[config.mk]
export PLATFORM = sky130hd
export DESIGN_NAME = warp_div_seq
export DESIGN_NICKNAME = d
export VERILOG_FILES = /design/src/rtl/warp_div_pkg.sv /design/src/rtl/warp_launch_mask.sv /design/src/rtl/warp_branch_split.sv /design/src/rtl/warp_div_seq.sv
export SDC_FILE = /design/constraint.sdc
export NUM_CORES = 1
export LEC_CHECK = 0
export CAP_MARGIN = 10
export CORE_MARGIN = 2
export CORE_UTILIZATION = 45
export DETAILED_ROUTE_END_ITERATION = 7
export HOLD_SLACK_MARGIN = 0.02
export PLACE_DENSITY = 0.69
export SYNTH_ARGS = -nofsm -noshare
export SYNTH_HDL_FRONTEND = slang
export SYNTH_SLANG_ARGS = --single-unit
[constraint.sdc]
create_clock -name clk -period 2.8 [get_ports clk]
set_clock_uncertainty 0.05 [all_clocks]
set_input_delay 0.56 -clock clk [delete_from_list [all_inputs] [get_ports clk]]
set_output_delay 0.56 -clock clk [all_outputs]
set_load 0.02 [all_outputs]
[src/rtl/warp_div_pkg.sv]
package warp_div_pkg;

    typedef enum logic [1:0] {
        ST_FLAT   = 2'd0,
        ST_FIRST  = 2'd1,
        ST_SECOND = 2'd2
    } seq_state_e;

endpackage

[src/rtl/warp_launch_mask.sv]
module warp_launch_mask #(
    parameter int LANES       = 32,
    parameter int MAX_THREADS = 1024,
    localparam int TW = $clog2(MAX_THREADS + 1),
    localparam int WW = $clog2(MAX_THREADS / LANES),
    localparam int LW = $clog2(LANES)
) (
    input  logic [TW-1:0]    threads,
    input  logic [WW-1:0]    warp,
    output logic [LANES-1:0] mask
);
    logic [TW:0] base;
    logic [TW:0] limit;

    assign base  = {{(TW+1-WW){1'b0}}, warp} << LW;
    assign limit = {1'b0, threads};

    for (genvar i = 0; i < LANES; i++) begin : g_lane
        localparam logic [TW:0] OFF = (TW+1)'(i);
        assign mask[i] = (base + OFF) < limit;
    end
endmodule

[src/rtl/warp_branch_split.sv]
module warp_branch_split #(
    parameter int LANES = 32
) (
    input  logic [LANES-1:0] entry,
    input  logic [LANES-1:0] cond,
    output logic [LANES-1:0] taken,
    output logic [LANES-1:0] other,
    output logic             has_taken,
    output logic             has_other
);
    for (genvar i = 0; i < LANES; i++) begin : g_lane
        assign taken[i] = entry[i] & cond[i];
        assign other[i] = entry[i] & ~cond[i];
    end
    assign has_taken = |taken;
    assign has_other = |other;
endmodule

[src/rtl/warp_div_seq.sv]
module warp_div_seq
    import warp_div_pkg::*;
#(
    parameter int LANES       = 32,
    parameter int MAX_THREADS = 1024,
    localparam int TW = $clog2(MAX_THREADS + 1),
    localparam int WW = $clog2(MAX_THREADS / LANES)
) (
    input  logic             clk,
    input  logic             rst_n,
    input  logic             launch,
    input  logic [TW-1:0]    launch_threads,
    input  logic [WW-1:0]    launch_warp,
    input  logic             br_valid,
    input  logic [LANES-1:0] br_cond,
    input  logic             path_end,
    output logic [LANES-1:0] lane_mask,
    output logic             path_sel,
    output logic [1:0]       pass_cnt,
    output logic             busy,
    output logic             done
);
    typedef struct packed {
        seq_state_e       st;
        logic [LANES-1:0] entry;
        logic [LANES-1:0] mask;
        logic [LANES-1:0] pend;
        logic             sel;
        logic [1:0]       pass;
        logic             done;
    } seq_t;

    seq_t seq_d, seq_q;

    logic [LANES-1:0] lmask;
    logic [LANES-1:0] tk_mask, ot_mask;
    logic             has_tk, has_ot;

    warp_launch_mask #(.LANES(LANES), .MAX_THREADS(MAX_THREADS)) u_lmask (
        .threads (launch_threads),
        .warp    (launch_warp),
        .mask    (lmask)
    );

    warp_branch_split #(.LANES(LANES)) u_split (
        .entry     (seq_q.entry),
        .cond      (br_cond),
        .taken     (tk_mask),
        .other     (ot_mask),
        .has_taken (has_tk),
        .has_other (has_ot)
    );

    logic is_busy;
    assign is_busy = (seq_q.st != ST_FLAT);

    always_comb begin
        seq_d      = seq_q;
        seq_d.done = 1'b0;
        if (!is_busy) begin
            if (launch) begin
                seq_d.entry = lmask;
                seq_d.mask  = lmask;
            end else if (br_valid) begin
                seq_d.st   = ST_FIRST;
                seq_d.pass = 2'd1;
                if (has_tk) begin
                    seq_d.mask = tk_mask;
                    seq_d.sel  = 1'b0;
                    seq_d.pend = ot_mask;
                end else begin
                    seq_d.mask = ot_mask;
                    seq_d.sel  = 1'b1;
                    seq_d.pend = '0;
                end
            end
        end else if (path_end) begin
            if (seq_q.st == ST_FIRST && seq_q.pend != '0) begin
                seq_d.st   = ST_SECOND;
                seq_d.mask = seq_q.pend;
                seq_d.pend = '0;
                seq_d.sel  = 1'b1;
                seq_d.pass = 2'd2;
            end else begin
                seq_d.st   = ST_FLAT;
                seq_d.mask = seq_q.entry;
                seq_d.pend = '0;
                seq_d.sel  = 1'b0;
                seq_d.pass = 2'd0;
                seq_d.done = 1'b1;
                if (br_valid) begin
                    seq_d.st   = ST_FIRST;
                    seq_d.pass = 2'd1;
                    if (has_tk) begin
                        seq_d.mask = tk_mask;
                        seq_d.sel  = 1'b0;
                        seq_d.pend = ot_mask;
                    end else begin
                        seq_d.mask = ot_mask;
                        seq_d.sel  = 1'b1;
                    end
                end
            end
        end
    end

    always_ff @(posedge clk) begin
        if (!rst_n) begin
            seq_q.st    <= ST_FLAT;
            seq_q.entry <= '0;
            seq_q.mask  <= '0;
            seq_q.pend  <= '0;
            seq_q.sel   <= 1'b0;
            seq_q.pass  <= 2'd0;
            seq_q.done  <= 1'b0;
        end else begin
            seq_q <= seq_d;
        end
    end

    assign lane_mask = seq_q.mask;
    assign path_sel  = seq_q.sel;
    assign pass_cnt  = seq_q.pass;
    assign busy      = is_busy;
    assign done      = seq_q.done;

    // no lane outside the launch mask is ever enabled
    a_r9_within_entry: assert property (@(posedge clk) disable iff (!rst_n)
        (lane_mask & ~seq_q.entry) == '0);

    // second pass is the exact complement of the first within entry
    a_r3_second_complement: assert property (@(posedge clk) disable iff (!rst_n)
        (pass_cnt == 2'd2 && $past(pass_cnt) == 2'd1) |->
        ((lane_mask & $past(lane_mask)) == '0 &&
         (lane_mask | $past(lane_mask)) == seq_q.entry));

    // a reconvergence with no new branch restores the entry mask
    a_r5_restore: assert property (@(posedge clk) disable iff (!rst_n)
        (done && !busy) |-> (lane_mask == seq_q.entry && pass_cnt == 2'd0));

    // a done seen while busy belongs to a freshly started branch
    a_r7_back_to_back: assert property (@(posedge clk) disable iff (!rst_n)
        (done && busy) |-> (pass_cnt == 2'd1));

    // idle with no request keeps the mask
    a_r6_idle_hold: assert property (@(posedge clk) disable iff (!rst_n)
        (!busy && !launch && !br_valid) |=> $stable(lane_mask));

    // a launch mask is contiguous from lane 0
    a_r2_thermometer: assert property (@(posedge clk) disable iff (!rst_n)
        (!busy && launch) |=> ((lane_mask & (lane_mask + 1'b1)) == '0));
endmodule

# == Yosys cells after proc, flatten, opt, wreduce, memory -nomap -nowiden ==
# Index checks and enable logic that the tools add are counted.
# word_totals
regBits,102
elab_cells,198
output_inout_bits,37
# op_classes
order_cmp,32
addsub,31
muxes,18
eq_ne,3
reduce_logical,10
bitwise,97
# ops
operator,n
< comparator 12 x 11 -> 1 bit,30
two-way mux 67 bit,4
"adder 10 x 5 -> 11 bit, second input constant",16
two-way mux 32 bit,3
"adder 10 x 4 -> 11 bit, second input constant",8
two-way mux 68 bit,1
two-way mux 65 bit,1
bitwise AND 1 bit,64
"adder 10 x 3 -> 11 bit, second input constant",4
two-way mux 35 bit,1
inverter 1 bit,33
nonzero test 32 bit,1
OR reduction 32 bit,1
"adder 10 x 2 -> 11 bit, second input constant",2
"adder 10 x 1 -> 11 bit, second input constant",1
< comparator 10 x 11 -> 1 bit,1
< comparator 11 bit,1
two-way mux 2 bit,5
AND reduction 3 bit,2
AND reduction 2 bit,2
nonzero test 2 bit,2
two-way mux 1 bit,3
nonzero test 3 bit,1
"equality test 2 x 1 -> 1 bit, second input constant",1
3 further kinds,3

# == Logic depth before layout (Yosys ltp) ==
# logic_depth
ltp_word,7
ltp_mapped,9
mapped_depth_nobuf,8

# == Modules after synthesis ==
# Synthesis repeated with hierarchy kept, for this count alone.
# unflattened
cells_unflattened,794
area_unflattened_um2,6318.6
# modules_own_cells
module,area_each_um2,cells_each,seq_area_each_um2,n_inst
warp_div_seq,4974.8,586,2042.0,1
warp_launch_mask,773.2,120,0.0,1
warp_branch_split,570.5,88,0.0,1

# == Least setup slack after synthesis ==
# OpenSTA, ideal clock, no wires.
# synth_timing
kind,input-to-reg
startpoint,input launch_threads[9]
endpoint,"register seq_q, in the netlist lane_mask[18]"
setup_slack_ns,0.366
path_stages,8
setup_ns,0.130
arrival_time_ns,2.255
path_cell_list,inv_1 ha_1 nand3b_1 or3_1 or3_1 o21a_1 a211oi_1 a31oi_1
# synth_between
elab_chain_cells,3
# synth_lines
item,line,rtl
start: declaration,warp_div_seq.sv:12,"input logic [TW-1:0] launch_threads,"
< comparator 12 x 11 -> 1 bit,warp_launch_mask.sv:20,assign mask[i] = (base + OFF) < limit;
two-way mux 32 bit,warp_div_seq.sv:61,if (launch) begin
two-way mux 67 bit,warp_div_seq.sv:60,if (!is_busy) begin
end signal: assignment,warp_div_seq.sv:117,seq_q <= seq_d;
end: declaration,warp_div_seq.sv:33,"seq_t seq_d, seq_q;"
# Every way passes these cells.
# A chain may end at the register's enable or synchronous reset.

# == Final worst setup path ==
# layout_timing
startpoint,input br_cond[11]
endpoint,"register seq_q, in the netlist lane_mask[2]"
# layout_between
elab_chain_cells,7
elab_cells_between_ends,10
classes_between,8 x mux; 1 x bitwise; 1 x reduce/logical
# layout_lines
item,line,rtl
start: declaration,warp_div_seq.sv:15,"input logic [LANES-1:0] br_cond,"
bitwise AND 1 bit (*),warp_branch_split.sv:12,assign taken[i] = entry[i] & cond[i];
OR reduction 32 bit (*),warp_branch_split.sv:15,assign has_taken = |taken;
two-way mux 32 bit,warp_div_seq.sv:94,if (has_tk) begin
two-way mux 67 bit,warp_div_seq.sv:91,if (br_valid) begin
two-way mux 67 bit,warp_div_seq.sv:78,if (seq_q.st == ST_FIRST && seq_q.pend != '0) begin
two-way mux 68 bit,warp_div_seq.sv:77,end else if (path_end) begin
two-way mux 67 bit (*),warp_div_seq.sv:60,
# Mark *: on every way between the ends. The rest lies on a longest branch, timed or not. The select of a mux whose other input is x is not followed.

==> flow_summary.html <==
<table>
<tr><th>Metric</th><th>Value</th></tr>
<tr><th colspan="2">Critical path</th></tr>
<tr><td>Launching element type of the critical path</td><td>input port</td></tr>
<tr><td>Terminus of the critical flop-to-flop path</td><td>path_sel</td></tr>
<tr><td>Capturing element type of the critical path</td><td>flop</td></tr>
<tr><td>Highest fanout seen on the critical path</td><td>33</td></tr>
<tr><td>Slack of the worst reg-to-reg path</td><td>0.29 ns</td></tr>
<tr><td>R2r worst-path depth</td><td>8</td></tr>
<tr><td>R2r startpoint</td><td>seq_q[14]</td></tr>
<tr><td>Kind of critical path</td><td>input port to flop</td></tr>
<tr><td>Required @ worst endpoint</td><td>3.04 ns</td></tr>
<tr><td>Arr. time, crit path</td><td>2.98 ns</td></tr>
<tr><th colspan="2">Timing</th></tr>
<tr><td>Slew at the pin closest to its max-slew limit</td><td>0.6912 ns</td></tr>
<tr><td>Part of the cycle the worst path needs</td><td>97.90%</td></tr>
<tr><td>Worst-case headroom to the max-slew limit</td><td>53.92%</td></tr>
<tr><td>Upper clock frequency limit</td><td>364.8 MHz</td></tr>
<tr><td>Final hold viol count</td><td>0</td></tr>
<tr><td>Total negative slack</td><td>0 ns</td></tr>
<tr><td>Final critical delay including setup and external delays</td><td>2.741 ns</td></tr>
<tr><td>Unrepaired setup endpoints after global routing</td><td>false</td></tr>
<tr><td>Final Max Tran Viols</td><td>0</td></tr>
<tr><td>Final setup fails</td><td>0</td></tr>
<tr><th colspan="2">Route</th></tr>
<tr><td>Total number of vias</td><td>5944</td></tr>
<tr><td>Violation count after the first detailed-routing iteration</td><td>513</td></tr>
<tr><td>Number of antenna-violating nets in the routed design</td><td>0</td></tr>
<tr><td>Via density per instance</td><td>6.179</td></tr>
<tr><td>DRT Wirelength</td><td>20.40 mm</td></tr>
<tr><td>Wirelength per Cell</td><td>21.20 um</td></tr>
<tr><td>Detailed-router iteration count before antenna repair</td><td>5</td></tr>
<tr><td>Number of DRC violations after detailed routing</td><td>0</td></tr>
<tr><th colspan="2">Synth</th></tr>
<tr><td>Share of the synthesized area in the top cell type</td><td>35.11%</td></tr>
<tr><td>Leading register cell type out of synthesis</td><td>sky130_fd_sc_hd__dfxtp_1</td></tr>
<tr><td>Largest cells by area after synthesis</td><td>sky130_fd_sc_hd__dfxtp_1, sky130_fd_sc_hd__a21boi_1, sky130_fd_sc_hd__nand2_1, sky130_fd_sc_hd__or3b_1, sky130_fd_sc_hd__buf_4</td></tr>
<tr><td>Post-Syn Area per Cell</td><td>8.344 um^2</td></tr>
<tr><td>Share of synthesized flip-flops with an asynchronous set or reset</td><td>0%</td></tr>
<tr><td>Synthesized area</td><td>5816 um^2</td></tr>
<tr><td>Unique cell type count in the Yosys netlist</td><td>50</td></tr>
<tr><td>Sequential fraction of the synthesis area</td><td>35.11%</td></tr>
<tr><td>EDFF count, synth</td><td>0</td></tr>
<tr><td>Instance count of the mapped netlist</td><td>697</td></tr>
<tr><td>Post-synthesis net count</td><td>756</td></tr>
<tr><td>Flop and latch count out of synthesis</td><td>102</td></tr>
<tr><td>Synth warn</td><td>0</td></tr>
<tr><td>Biggest area consumer among synthesized cells</td><td>sky130_fd_sc_hd__dfxtp_1</td></tr>
<tr><th colspan="2">Power and ir drop</th></tr>
<tr><td>Highest ir drop seen on vdd</td><td>0.0003586 V</td></tr>
<tr><td>Leak</td><td>2.705 nW</td></tr>
<tr><td>Switching component of the power</td><td>0.001343 W</td></tr>
<tr><td>Cell-internal power</td><td>0.002865 W</td></tr>
<tr><td>Overall power</td><td>0.004208 W</td></tr>
<tr><td>Power share of the combinational group</td><td>28.8%</td></tr>
<tr><td>Sequential Power Share</td><td>40.2%</td></tr>
<tr><td>Clock power share</td><td>31.0%</td></tr>
<tr><td>Power density over the cells</td><td>567.5 nW/um^2</td></tr>
<tr><td>Net switching share of the total power</td><td>31.92%</td></tr>
<tr><th colspan="2">Placed design</th></tr>
<tr><td>Port-buffer cells</td><td>89</td></tr>
<tr><td>Placed cell count</td><td>946</td></tr>
<tr><td>Routability-driven placement congestion ratio</td><td>0.9882</td></tr>
<tr><td>HPWL after detailed placement</td><td>14.42 mm</td></tr>
<tr><th colspan="2">Global routing</th></tr>
<tr><td>Global route total overflow</td><td>0</td></tr>
<tr><td>Vias in the first global route</td><td>5651</td></tr>
<tr><td>GRT Total Usage</td><td>29.78%</td></tr>
<tr><td>Maximum number of pins on one net before global-route repair</td><td>50</td></tr>
<tr><td>Global-route wire length before repair</td><td>32.06 mm</td></tr>
<tr><td>Number of antenna violations at the first check in global routing</td><td>0</td></tr>
<tr><th colspan="2">CTS</th></tr>
<tr><td>Number of buffers on the longest clock path</td><td>2</td></tr>
<tr><td>Clock buffer count from CTS</td><td>9</td></tr>
<tr><td>CTS H-tree lvls</td><td>3</td></tr>
<tr><td>CTS Root Buffer Type</td><td>sky130_fd_sc_hd__clkbuf_16</td></tr>
<tr><td>Post-cts gate resize count</td><td>0</td></tr>
<tr><td>Number of hold buffers added after CTS</td><td>0</td></tr>
<tr><td>Clk pin slew, worst setup/hold paths</td><td>0.07 ns</td></tr>
<tr><td>Clock latency on the worst-skew pair</td><td>0.36 ns</td></tr>
<tr><td>Clock tree from TritonCTS</td><td>yes</td></tr>
<tr><td>Number of clock sinks</td><td>102</td></tr>
<tr><td>Post-CTS setup buffers</td><td>0</td></tr>
<tr><th colspan="2">Floorplanning</th></tr>
<tr><td>Effective utilization at floorplan</td><td>46.08%</td></tr>
<tr><td>Die outline area</td><td>13850 um^2</td></tr>
<tr><td>Core outline area</td><td>12620 um^2</td></tr>
<tr><td>Row cnt</td><td>41</td></tr>
<tr><td>Num ports</td><td>90</td></tr>
<tr><td>X dimension of the die</td><td>117.7 um</td></tr>
<tr><td>Chip Height</td><td>117.7 um</td></tr>
<tr><th colspan="2">Outcome</th></tr>
<tr><td>Run status</td><td>complete, no violations</td></tr>
<tr><th colspan="2">Layout</th></tr>
<tr><td>Post-route insts no fill</td><td>962</td></tr>
<tr><td>Synthesis-to-finish area growth</td><td>27.50%</td></tr>
<tr><td>Layout filler cell count</td><td>1157</td></tr>
<tr><td>Number of nets in the finished design</td><td>844</td></tr>
<tr><td>Number of diodes added for antenna fixing</td><td>0</td></tr>
<tr><td>Layout cell share with drive strength beyond 1</td><td>13.16%</td></tr>
<tr><td>Utilization after layout</td><td>58.75%</td></tr>
<tr><th colspan="2">Min path</th></tr>
<tr><td>Hold-critical path depth</td><td>2</td></tr>
<tr><td>Tightest Hold Check Type</td><td>flop to flop</td></tr>
<tr><td>Hold endpoint</td><td>pass_cnt[0]</td></tr>
<tr><td>HP Start</td><td>pass_cnt[0]</td></tr>
<tr><th colspan="2">Job</th></tr>
<tr><td>Maximum Capacitance Violations</td><td>0</td></tr>
</table>
==> layout by cell type (no fill, tap or decap), types with 12 or more instances in the layout <==
master | Yosys | layout
sky130_fd_sc_hd__dfxtp_1 | 102 | 102
sky130_fd_sc_hd__o21ai_1 | 15 | 15
sky130_fd_sc_hd__o21ai_0 | 35 | 35
sky130_fd_sc_hd__a31oi_1 | 20 | 20
sky130_fd_sc_hd__a22o_1 | 16 | 16
sky130_fd_sc_hd__a21oi_1 | 36 | 36
sky130_fd_sc_hd__a21boi_1 | 49 | 49
sky130_fd_sc_hd__nand2b_1 | 15 | 15
sky130_fd_sc_hd__nor2_1 | 13 | 13
sky130_fd_sc_hd__or3b_1 | 32 | 32
sky130_fd_sc_hd__o311ai_0 | 15 | 15
sky130_fd_sc_hd__clkdlybuf4s50_1 | 0 | 88
sky130_fd_sc_hd__nor2b_1 | 16 | 16
sky130_fd_sc_hd__a211oi_1 | 14 | 14
sky130_fd_sc_hd__nand2_1 | 83 | 83
sky130_fd_sc_hd__o211ai_1 | 18 | 18
sky130_fd_sc_hd__o21a_1 | 24 | 24
sky130_fd_sc_hd__o32ai_1 | 12 | 12
sky130_fd_sc_hd__buf_4 | 35 | 68
==> stage by stage <==
step                instance area (um^2)  hold slack (ns)  worst slack (ns)
detailed placement                  7102           0.4009           -0.2687
finish                              7415           0.4087           0.05867
global placement                    7102           0.3982           -0.2402
CTS                                 7403           0.4136           0.09709
floorplan                           5816           0.3854            0.3658
global route                        7415           0.4436           0.01851
==> flip-flops by register name, indices dropped and copies added (netlist names) <==
signal,count
path_sel,1
seq_q,66
lane_mask,32
pass_cnt,2
done,1
==> worst max path at each step <==
stage | start | endpoint | slack [ns] | cells after the start
CTS | launch_threads[9] | lane_mask[19] | 0.1 | 8
global route | br_cond[11] | lane_mask[12] | 0.02 | 8
finish | br_cond[11] | lane_mask[2] | 0.06 | 8
global placement | launch_threads[9] | lane_mask[19] | -0.24 | 8
floorplan | launch_threads[9] | lane_mask[18] | 0.37 | 8
detailed placement | launch_threads[9] | lane_mask[19] | -0.27 | 8
==> worst max-delay path, stage by stage <==
cell	delay [ns]
sky130_fd_sc_hd__clkdlybuf4s50_1	0.42
sky130_fd_sc_hd__a22o_1	0.29
sky130_fd_sc_hd__a221oi_1	0.58
sky130_fd_sc_hd__and4_1	0.36
sky130_fd_sc_hd__and2_1	0.21
sky130_fd_sc_hd__buf_12	0.20
sky130_fd_sc_hd__o311ai_0	0.15
sky130_fd_sc_hd__a31oi_1	0.19
==> power groups by stage <==
| stage | clock, W | combinational, W | sequential (W) |
|---|---|---|---|
| final | 0.00131 | 0.00121 | 0.00169 |
| after global routing | 0.00138 | 0.00129 | 0.00171 |
| after CTS | 0.00132 | 0.00119 | 0.00169 |
| after detailed placement | 0 | 0.00119 | 0.00172 |
| after global placement | 0 | 0.00118 | 0.00172 |
| after floorplan | 0 | 0.000706 | 0.00168 |
==> synthesized netlist by cell type (7+ instances only) <==
cell and count:
sky130_fd_sc_hd__a211oi_1 14, sky130_fd_sc_hd__a21boi_1 49, sky130_fd_sc_hd__a21o_1 7, sky130_fd_sc_hd__a21oi_1 36, sky130_fd_sc_hd__a221oi_1 9, sky130_fd_sc_hd__a22o_1 16
sky130_fd_sc_hd__a22oi_1 10, sky130_fd_sc_hd__a31oi_1 20, sky130_fd_sc_hd__buf_4 35, sky130_fd_sc_hd__clkbuf_1 45, sky130_fd_sc_hd__dfxtp_1 102, sky130_fd_sc_hd__inv_1 10
sky130_fd_sc_hd__nand2_1 83, sky130_fd_sc_hd__nand2b_1 15, sky130_fd_sc_hd__nor2_1 13, sky130_fd_sc_hd__nor2b_1 16, sky130_fd_sc_hd__o211ai_1 18, sky130_fd_sc_hd__o21a_1 24
sky130_fd_sc_hd__o21ai_0 35, sky130_fd_sc_hd__o21ai_1 15, sky130_fd_sc_hd__o311ai_0 15, sky130_fd_sc_hd__o32ai_1 12, sky130_fd_sc_hd__or3b_1 32
==> per-layer routing <==
layer,GRT usage [%],wire [um]
met5,0,0
met2,46.04,9292
met3,6.783,1730
met4,14.08,805
met1,39.30,8568
==> cells by family (layout without fill, tap and decap cells) <==
family	after synthesis	after routing	share of synthesized area, %
AOI/OAI and AO/OA	294	294	35.37
muxes	1	1	0.1936
buffers and inverters	99	192	9.144
DFF	102	102	35.11
and+or+nand+nor	195	195	18.89
adders and majority gates	6	6	1.291
==> area by class of cell <==
| type | count | area [um^2] | area share [%] |
|---|---|---|---|
| Clock buffer | 12 | 256.5 | 3.459 |
| Clock inverter | 4 | 45.04 | 0.6075 |
| Inverter | 11 | 41.29 | 0.5569 |
| Multi-Input combinational cell | 496 | 3258 | 43.94 |
| Sequential cell | 102 | 2042 | 27.54 |
| Tap cell | 172 | 215.2 | 2.902 |
| Timing Repair Buffer | 165 | 1556 | 20.99 |
Note: power is estimated with default switching activity, not from simulation.
